## src/rtl/wdt_pkg.sv

```systemverilog
package wdt_pkg;

    // Register word bit positions (software-visible layout)
    localparam int CTRL_EN_BIT  = 15;
    localparam int CTRL_PS_LSB  = 8;
    localparam int CTRL_CLR_BIT = 0;
    localparam int STAT_TO_BIT  = 4;
    localparam int STAT_SLP_BIT = 3;
    localparam int STAT_IDL_BIT = 2;

    typedef enum logic {
        REG_CTRL = 1'b0,
        REG_STAT = 1'b1
    } reg_sel_e;

    typedef enum logic [1:0] {
        PM_RUN   = 2'd0,
        PM_IDLE  = 2'd1,
        PM_SLEEP = 2'd2
    } pwr_mode_e;

    // Sleep takes precedence over idle when both are reported
    function automatic pwr_mode_e decode_mode(input logic slp, input logic idl);
        if (slp) return PM_SLEEP;
        if (idl) return PM_IDLE;
        return PM_RUN;
    endfunction

endpackage

```

## src/rtl/wdt_tick_sync.sv

```systemverilog
module wdt_tick_sync #(
    parameter int STAGES = 2
) (
    input  logic clk,
    input  logic rst_n,
    input  logic tick_async,
    output logic tick_rise
);

    typedef struct packed {
        logic [STAGES-1:0] sync;
        logic              last;
    } sync_st_t;

    sync_st_t st_d, st_q;

    always_comb begin
        st_d      = st_q;
        st_d.sync = {st_q.sync[STAGES-2:0], tick_async};
        st_d.last = st_q.sync[STAGES-1];
    end

    always_ff @(posedge clk or negedge rst_n) begin
        if (!rst_n) st_q <= '0;
        else        st_q <= st_d;
    end

    assign tick_rise = st_q.sync[STAGES-1] & ~st_q.last;

    AST_TICK_SINGLE: assert property (@(posedge clk) disable iff (!rst_n)
        tick_rise |=> !tick_rise);

endmodule

```

## src/rtl/wdt_count.sv

```systemverilog
module wdt_count #(
    parameter int BASE_W = 5,
    parameter int PS_MAX = 20,
    parameter int PS_W   = 5
) (
    input  logic            clk,
    input  logic            rst_n,
    input  logic            run_en,
    input  logic            clr,
    input  logic            tick,
    input  logic [PS_W-1:0] ps_sel,
    output logic            expire
);

    localparam int CNT_W = BASE_W + PS_MAX;
    localparam logic [CNT_W-1:0] CNT_ONE = CNT_W'(1);

    typedef struct packed {
        logic [CNT_W-1:0] cnt;
    } cnt_st_t;

    cnt_st_t st_d, st_q;
    logic [CNT_W-1:0] last_val;

    // Terminal value: 32*2^N - 1 (shift past the top wraps to all ones)
    always_comb begin
        last_val = (CNT_ONE << (BASE_W + int'(ps_sel))) - CNT_ONE;
    end

    always_comb begin
        st_d   = st_q;
        expire = 1'b0;
        if (!run_en || clr) begin
            st_d.cnt = '0;
        end else if (tick) begin
            if (st_q.cnt >= last_val) begin
                st_d.cnt = '0;
                expire   = 1'b1;
            end else begin
                st_d.cnt = st_q.cnt + CNT_ONE;
            end
        end
    end

    always_ff @(posedge clk or negedge rst_n) begin
        if (!rst_n) st_q <= '0;
        else        st_q <= st_d;
    end

    AST_CLEAR_ZEROES: assert property (@(posedge clk) disable iff (!rst_n)
        clr |=> (st_q.cnt == '0));

    AST_OFF_HOLDS_ZERO: assert property (@(posedge clk) disable iff (!rst_n)
        !run_en |=> (st_q.cnt == '0));

endmodule

```

## src/rtl/wdt_regs.sv

```systemverilog
module wdt_regs
    import wdt_pkg::*;
#(
    parameter int PS_MAX = 20,
    parameter int PS_W   = 5
) (
    input  logic            clk,
    input  logic            rst_n,
    input  logic            cfg_force_on,
    input  logic            sleep_mode,
    input  logic            idle_mode,
    input  logic            bus_wr,
    input  logic            bus_addr,
    input  logic [31:0]     bus_wdata,
    input  logic            expire,
    output logic            en_eff,
    output logic            sw_clear,
    output logic [PS_W-1:0] ps_sel,
    output logic [31:0]     bus_rdata,
    output logic            reset_req,
    output logic            nmi_req
);

    typedef struct packed {
        logic            en;
        logic [PS_W-1:0] ps;
        logic            st_to;
        logic            st_slp;
        logic            st_idl;
        logic            rst_p;
        logic            nmi_p;
    } reg_st_t;

    reg_st_t st_d, st_q;
    reg_sel_e  sel;
    pwr_mode_e mode;
    logic            wr_ctrl, wr_stat;
    logic [PS_W-1:0] ps_wr;
    logic            unused_wdata;

    assign sel          = reg_sel_e'(bus_addr);
    assign mode         = decode_mode(sleep_mode, idle_mode);
    assign wr_ctrl      = bus_wr && (sel == REG_CTRL);
    assign wr_stat      = bus_wr && (sel == REG_STAT);
    assign unused_wdata = ^bus_wdata;

    always_comb begin
        ps_wr = bus_wdata[CTRL_PS_LSB +: PS_W];
        if (ps_wr > PS_W'(PS_MAX)) ps_wr = PS_W'(PS_MAX);
    end

    always_comb begin
        st_d       = st_q;
        st_d.rst_p = 1'b0;
        st_d.nmi_p = 1'b0;
        if (wr_ctrl) begin
            st_d.en = bus_wdata[CTRL_EN_BIT];
            st_d.ps = ps_wr;
        end
        if (wr_stat) begin
            st_d.st_to  = st_q.st_to  & bus_wdata[STAT_TO_BIT];
            st_d.st_slp = st_q.st_slp & bus_wdata[STAT_SLP_BIT];
            st_d.st_idl = st_q.st_idl & bus_wdata[STAT_IDL_BIT];
        end
        // Hardware events override a coincident software write
        if (expire) begin
            unique case (mode)
                PM_SLEEP: begin
                    st_d.nmi_p  = 1'b1;
                    st_d.st_to  = 1'b1;
                    st_d.st_slp = 1'b1;
                end
                PM_IDLE: begin
                    st_d.nmi_p  = 1'b1;
                    st_d.st_to  = 1'b1;
                    st_d.st_idl = 1'b1;
                end
                default: st_d.rst_p = 1'b1;
            endcase
        end
    end

    always_ff @(posedge clk or negedge rst_n) begin
        if (!rst_n) st_q <= '0;
        else        st_q <= st_d;
    end

    assign en_eff    = cfg_force_on | st_q.en;
    assign sw_clear  = wr_ctrl && bus_wdata[CTRL_CLR_BIT];
    assign ps_sel    = st_q.ps;
    assign reset_req = st_q.rst_p;
    assign nmi_req   = st_q.nmi_p;

    always_comb begin
        bus_rdata = '0;
        if (sel == REG_CTRL) begin
            bus_rdata[CTRL_EN_BIT]              = en_eff;
            bus_rdata[CTRL_PS_LSB +: PS_W]      = st_q.ps;
        end else begin
            bus_rdata[STAT_TO_BIT]  = st_q.st_to;
            bus_rdata[STAT_SLP_BIT] = st_q.st_slp;
            bus_rdata[STAT_IDL_BIT] = st_q.st_idl;
        end
    end

    AST_RESET_ONLY_RUNNING: assert property (@(posedge clk) disable iff (!rst_n)
        reset_req |-> (!$past(sleep_mode) && !$past(idle_mode)));

    AST_RESET_ONE_CYCLE: assert property (@(posedge clk) disable iff (!rst_n)
        reset_req |=> !reset_req);

    AST_NMI_ONLY_SAVING: assert property (@(posedge clk) disable iff (!rst_n)
        nmi_req |-> ($past(sleep_mode) || $past(idle_mode)));

    AST_NMI_FLAGS_TIMEOUT: assert property (@(posedge clk) disable iff (!rst_n)
        nmi_req |-> st_q.st_to);

    AST_SLEEP_CAUSE: assert property (@(posedge clk) disable iff (!rst_n)
        (nmi_req && $past(sleep_mode)) |-> st_q.st_slp);

    AST_TIMEOUT_STICKY: assert property (@(posedge clk) disable iff (!rst_n)
        ($past(st_q.st_to) && !($past(bus_wr) && ($past(bus_addr) == REG_STAT))) |-> st_q.st_to);

endmodule

```

## src/rtl/wdt_pwrsave.sv

```systemverilog
module wdt_pwrsave #(
    parameter int BASE_W      = 5,
    parameter int PS_MAX      = 20,
    parameter int SYNC_STAGES = 2
) (
    input  logic        clk,
    input  logic        rst_n,
    input  logic        cfg_force_on,
    input  logic        tick_in,
    input  logic        sleep_mode,
    input  logic        idle_mode,
    input  logic        dbg_clear,
    input  logic        irq_wake,
    input  logic        bus_wr,
    input  logic        bus_addr,
    input  logic [31:0] bus_wdata,
    output logic [31:0] bus_rdata,
    output logic        reset_req,
    output logic        nmi_req,
    output logic        osc_en
);

    localparam int PS_W = $clog2(PS_MAX + 1);

    logic            tick_rise;
    logic            en_eff;
    logic            sw_clear;
    logic            cnt_clr;
    logic            expire;
    logic [PS_W-1:0] ps_sel;

    wdt_tick_sync #(
        .STAGES (SYNC_STAGES)
    ) u_sync (
        .clk        (clk),
        .rst_n      (rst_n),
        .tick_async (tick_in),
        .tick_rise  (tick_rise)
    );

    assign cnt_clr = sw_clear | dbg_clear | irq_wake;

    wdt_count #(
        .BASE_W (BASE_W),
        .PS_MAX (PS_MAX),
        .PS_W   (PS_W)
    ) u_count (
        .clk    (clk),
        .rst_n  (rst_n),
        .run_en (en_eff),
        .clr    (cnt_clr),
        .tick   (tick_rise),
        .ps_sel (ps_sel),
        .expire (expire)
    );

    wdt_regs #(
        .PS_MAX (PS_MAX),
        .PS_W   (PS_W)
    ) u_regs (
        .clk          (clk),
        .rst_n        (rst_n),
        .cfg_force_on (cfg_force_on),
        .sleep_mode   (sleep_mode),
        .idle_mode    (idle_mode),
        .bus_wr       (bus_wr),
        .bus_addr     (bus_addr),
        .bus_wdata    (bus_wdata),
        .expire       (expire),
        .en_eff       (en_eff),
        .sw_clear     (sw_clear),
        .ps_sel       (ps_sel),
        .bus_rdata    (bus_rdata),
        .reset_req    (reset_req),
        .nmi_req      (nmi_req)
    );

    assign osc_en = en_eff;

    AST_NO_DOUBLE_OUTCOME: assert property (@(posedge clk) disable iff (!rst_n)
        !(reset_req && nmi_req));

endmodule

```

## config.mk

```make
export PLATFORM = sky130hd
export DESIGN_NAME = wdt_pwrsave
export DESIGN_NICKNAME = d
export VERILOG_FILES = /design/src/rtl/wdt_pkg.sv /design/src/rtl/wdt_tick_sync.sv /design/src/rtl/wdt_count.sv /design/src/rtl/wdt_regs.sv /design/src/rtl/wdt_pwrsave.sv
export SDC_FILE = /design/constraint.sdc
export NUM_CORES = 1
export LEC_CHECK = 0
export ABC_AREA = 1
export BUFFER_PORTS_ARGS = -buffer_cell sky130_fd_sc_hd__clkbuf_2
export CAP_MARGIN = 10
export CELL_PAD_IN_SITES_DETAIL_PLACEMENT = 1
export CELL_PAD_IN_SITES_GLOBAL_PLACEMENT = 1
export CORE_MARGIN = 8
export CORE_UTILIZATION = 40
export DETAILED_ROUTE_END_ITERATION = 12
export PLACE_DENSITY = 0.91
export SLEW_MARGIN = 5
export SYNTH_ARGS = -nofsm -noshare
export SYNTH_HDL_FRONTEND = slang
export SYNTH_SLANG_ARGS = --single-unit
```

## constraint.sdc

```tcl
create_clock -name clk -period 3.2 [get_ports clk]
set_input_delay 0.64 -clock clk [delete_from_list [all_inputs] [get_ports clk]]
set_output_delay 0.64 -clock clk [all_outputs]
set_load 0.05 [all_outputs]
```

==> reports/metrics.sh <==
SETUP_VIOL=0
CRITICAL_PATH_CELL_COUNT=19
LAYOUT.AREA.SEQ_UM2=977
SLEW_VIOLATIONS=0
GR-TOTAL-OVERFLOW=0
FINALNETCOUNT=627
NETSWITCHINGPOWER_W=0.000501
SYNTH_MOST_COMMON_CELL='sky130_fd_sc_hd__nand2_1'
START_UTIL_PCT=40.4
PATH_CLK_SLEW_NS=0.08
HOLD_PATH_END='u_sync.st_d[0]'
TIMING.CLOCK.SKEW_NS=0.0150
LAYOUT.FILLER_CELLS=1206
MULTIINPUTGATEAREA_MM2=0.00230
WORST_SETUP_PATH_END_KIND='flop'
CLK_PATH_BUF_DEPTH=2
YOSYSUNIQUECELLTYPES=43
POSTSYNTHCELLCOUNT=521
LAYOUT-DRIVE-GT1-SHARE_PCT=14.8
SYNTH.YOSYS.SEQ_AREA_SHARE_PCT=26.8
PORT-BUFFER-COUNT=31
YS_TOP_CELLS_BY_COUNT='sky130_fd_sc_hd__nand2_1, sky130_fd_sc_hd__nor2_1, sky130_fd_sc_hd__inv_1'
FINALCRITPERIODSHARE_PCT=95.5
SYNTH.AVG_CELL_AREA_UM2=6.99
HOLDBUFCOUNTCTS=0
WORST-PATH-MAX-FANOUT=19
POST_LAYOUT_WORST_SETUP_MARGIN_NS=0.145
SYNTH_AREA_LEADER_CELL='sky130_fd_sc_hd__dfrtp_1'
SHARE_SEQ_OF_TOTAL_POWER_PCT=38.8
SLEW-LIMIT-HEADROOM_PCT=31.1
DETAIL_ROUTE.VIAS_PER_CELL=5.15
WORSTMARGINPINSLEW_NS=1.03
CP_DATA_REQUIRED_TIME_NS=3.41
COMMONEST_REGISTER_CELL_AFTER_SYNTHESIS='sky130_fd_sc_hd__dfrtp_1'
FINAL-INSTANCE-COUNT-EXCL-FILL=670
POST-PLACE-WS_NS=-0.0269
CRIT_PATH_TOP_DELAY_CELL='sky130_fd_sc_hd__dfrtp_2'
POSTROUTEWIRELENGTH_UM=10100
MAXIMUM_NUMBER_OF_PINS_ON_ONE_NET_BEFORE_GLOBAL_ROUTE_REPAIR=40
COMBINATIONALPOWERSHARE_PCT=29.3
MAX-VDD-IR-DROP_V=0.000185
TIMING.CRITICAL_PATH.CELLS='buf_4 -> nor2_1 -> inv_1 -> nor2_1 -> nand2_1 -> nand2_1 -> nor2_1 -> nand3_1 -> nand2_1 -> nand2_1 -> ha_1 -> a21oi_1 -> nor2_1 -> nor2_2 -> nand2_1 -> a21oi_2 -> nand4_4 -> buf_12 -> a21oi_1'
DRT_PASS1_ITERATIONS=4
UTILIZATION_PCT=44.0
ANTENNA_VIOLATING_NETS_POST_ROUTE=0
FMAX_MHz=327
PERIOD_MINUS_SLACK_NS=3.06
SYNTH_TOP_CELLS_BY_AREA='sky130_fd_sc_hd__dfrtp_1, sky130_fd_sc_hd__nand2_1, sky130_fd_sc_hd__ha_1, sky130_fd_sc_hd__nor2_1, sky130_fd_sc_hd__inv_1'
TIMING.REG2REG.SETUP_SLACK_NS=0.14
ASYNCSETRESETFLOPFRACSYNTH_PCT=100
GROUTE.USAGE.OVERALL_PCT=16.1
FLOORPLAN.DIE.WIDTH_UM=111
CPLARGESTDELAYFAMILY='simple AND/OR/NAND/NOR gates'
CRITICAL-PATH-TOP-CELL-BY-COUNT='sky130_fd_sc_hd__nand2_1'
GPL.FINAL_WEIGHTED_CONGESTION=0.875
FLOORPLAN.ROWS=35
INTERNAL_POWER_W=0.000839
WORST_R2R_ENDPOINT='u_count.st_q[11]'
TRITONCTS.NUM_BUFFERS=5
YS.WARNINGS.COUNT=0
CELLPOWERDENSITY_mW_PER_MM2=338
CTSHTREEMAXLEVEL=2
YOSYS_REGISTER_BITS=39
WORST_R2R_STARTPOINT='u_regs.ps_sel[2]'
COUNT_OF_FLIP_FLOPS_WITH_A_BUILT_IN_ENABLE_AFTER_SYNTHESIS=0
WORST-SETUP-PATH-TYPE='flop to flop'
HOLD_CRIT_CLASS='flop to flop'
DETAILEDPLACEMENTHPWL_UM=8370
OUTCOME='completed'
MAX-CAP-VIOLATIONS=0
TRITONCTS='done'
DESIGN.CORE.AREA_MM2=0.00902
WORST_HOLD_PATH_CELL_COUNT=0
CRITPATHLAUNCH='u_regs.ps_sel[2]'
WORSTHOLDSTART='u_sync.st_d[2]'
CLOCK_INSERTION_DELAY_WORST_SKEW_NS=0.30
STARTPOINT_TYPES='flop'
DPL.CELL_COUNT=661
TIMING.FINAL.HOLD_VIOLATIONS=0
INITIAL_DRT_MARKERS=105
CHIPHEIGHT_UM=111
TIMING.CRITICAL_PATH.BUF_INV=3
SYN_AREA_MM2=0.00364
DESIGN.DIE.AREA_MM2=0.0124
SYNTH.TOP_CELL.AREA_SHARE_PCT=26.8
INSERTEDDIODECOUNT=0
LEAKAGE_nW=2.02
FIRST_PASS_GRT_WIRE_LENGTH_UM=17000
NETSWITCHINGFRACTION_PCT=37.4
TIMING.CRITICAL_PATH.SLOWEST_CELL_DELAY_NS=0.49
FIRST_GLOBAL_VIAS=3633
WORST-ENDPOINT-ARRIVAL_NS=3.26
DETAIL_ROUTE.DRC_VIOLATIONS=0
PWR-SHARE-CLK_PCT=31.8
NUMCLOCKSINKS=39
NUM_IO_PINS=77
FF2FF_PATH_DEPTH=19
GRT_ANTENNA_BEFORE_REPAIR=0
ROUTE.DETAILED.WL_PER_INST_UM=15.1
CTS.ROOT.BUFFER_CELL='sky130_fd_sc_hd__clkbuf_8'
P_TOTAL_W=0.00134
AREA.GROWTH.SYNTH_TO_FINAL_PCT=8.97
DETAILROUTE.VIA_COUNT=3449
==> cell families after synthesis <==
kind of cell               Yosys count  synth area share [%]
other                                2                 0.206
AOI/OAI and AO/OA                   56                  8.49
DFF                                 39                  26.8
xor gates and xnor gates            22                  5.29
adders and majority gates           27                  9.28
buffers and inverters               90                  13.0
and+or+nand+nor                    285                  37.0
==> repair_timing <==
item | CTS | global route
gates resized for setup | 1 | 4
pin swaps | 0 | 1
buffers inserted | 0 | 1
endpoints found under the setup margin | 21 | 29
==> flip-flops by register name, indices dropped and copies added, names as in the netlist <==
register / count
u_count.st_q: 25
u_regs.ps_sel: 5
u_regs.st_q: 4
u_sync.st_d: 2
u_regs.nmi_req: 1
u_regs.reset_req: 1
u_sync.st_q: 1
==> final cells by class <==
cell class                      instances  area share (%)
Clock buffer                            5            1.73
Clock inverter                          3            1.10
Timing Repair Buffer                   36            5.17
Tap cell                              111            3.50
Inverter                               59            5.96
Multi-Input combinational cell        417            57.9
Sequential cell                        39            24.6
==> metrics by stage <==
stage | hold slack (ns) | setup TNS [ns] | cell area [um2]
finish | 0.368 | 0 | 3970
detailed placement | 0.352 | -0.0766 | 3820
floorplan | 0.331 | 0 | 3730
global route | 0.377 | -0.0391 | 3970
CTS | 0.371 | 0 | 3940
global placement | 0.337 | 0 | 3820
==> worst reg2reg max path: stages (launching register included) <==
cell	delay, ns
sky130_fd_sc_hd__dfrtp_2	0.49
sky130_fd_sc_hd__buf_4	0.18
sky130_fd_sc_hd__nor2_1	0.05
sky130_fd_sc_hd__inv_1	0.12
sky130_fd_sc_hd__nor2_1	0.08
sky130_fd_sc_hd__nand2_1	0.14
sky130_fd_sc_hd__nand2_1	0.07
sky130_fd_sc_hd__nor2_1	0.15
sky130_fd_sc_hd__nand3_1	0.10
sky130_fd_sc_hd__nand2_1	0.09
sky130_fd_sc_hd__nand2_1	0.06
sky130_fd_sc_hd__ha_1	0.31
sky130_fd_sc_hd__a21oi_1	0.17
sky130_fd_sc_hd__nor2_1	0.07
sky130_fd_sc_hd__nor2_2	0.16
sky130_fd_sc_hd__nand2_1	0.10
sky130_fd_sc_hd__a21oi_2	0.17
sky130_fd_sc_hd__nand4_4	0.13
sky130_fd_sc_hd__buf_12	0.18
sky130_fd_sc_hd__a21oi_1	0.16
==> power groups by stage <==
stage	Sequential [W]	Clock, W	Combinational [W]
after CTS	0.000520	0.000437	0.000387
after detailed placement	0.000530	0	0.000385
after global routing	0.000522	0.000456	0.000433
final	0.000521	0.000427	0.000393
after global placement	0.000529	0	0.000369
after floorplan	0.000525	0	0.000331
==> how the worst max path moves through the flow <==
stage	to	slack (ns)
2_1_floorplan	u_count.st_q[10]	0.64
3_3_place_gp	u_count.st_q[23]	0.18
3_5_place_dp	u_count.st_q[24]	-0.03
4_1_cts	u_count.st_q[11]	0.01
5_1_grt	u_count.st_q[11]	-0.02
6_report	u_count.st_q[11]	0.14
==> cell usage in the layout, fill, tap and decap left out, drive strengths merged <==
cell type,count
a21o,3
a31oi,2
conb,27
nor3b,2
inv,58
nand3b,1
nand3,34
clkbuf,36
o211ai,1
dfrtp,39
a21oi,29
nand4,21
buf,5
and2,1
o21ai,18
xnor2,4
bufinv,1
nand2,138
a41oi,1
nor3,9
o21bai,1
xor2,18
clkinv,3
ha,27
or2,2
nor2,77
o31ai,1
==> metal layers <==
layer	up-vias	part of all wire (%)	track usage (%)
met3	14	3.3	2.63
met1	1662	43	18.7
met4	0	1.8	5.16
met2	59	52	29.0
li1	1714	-	-
met5	-	0	0
Power figures use the tool's default switching activity.
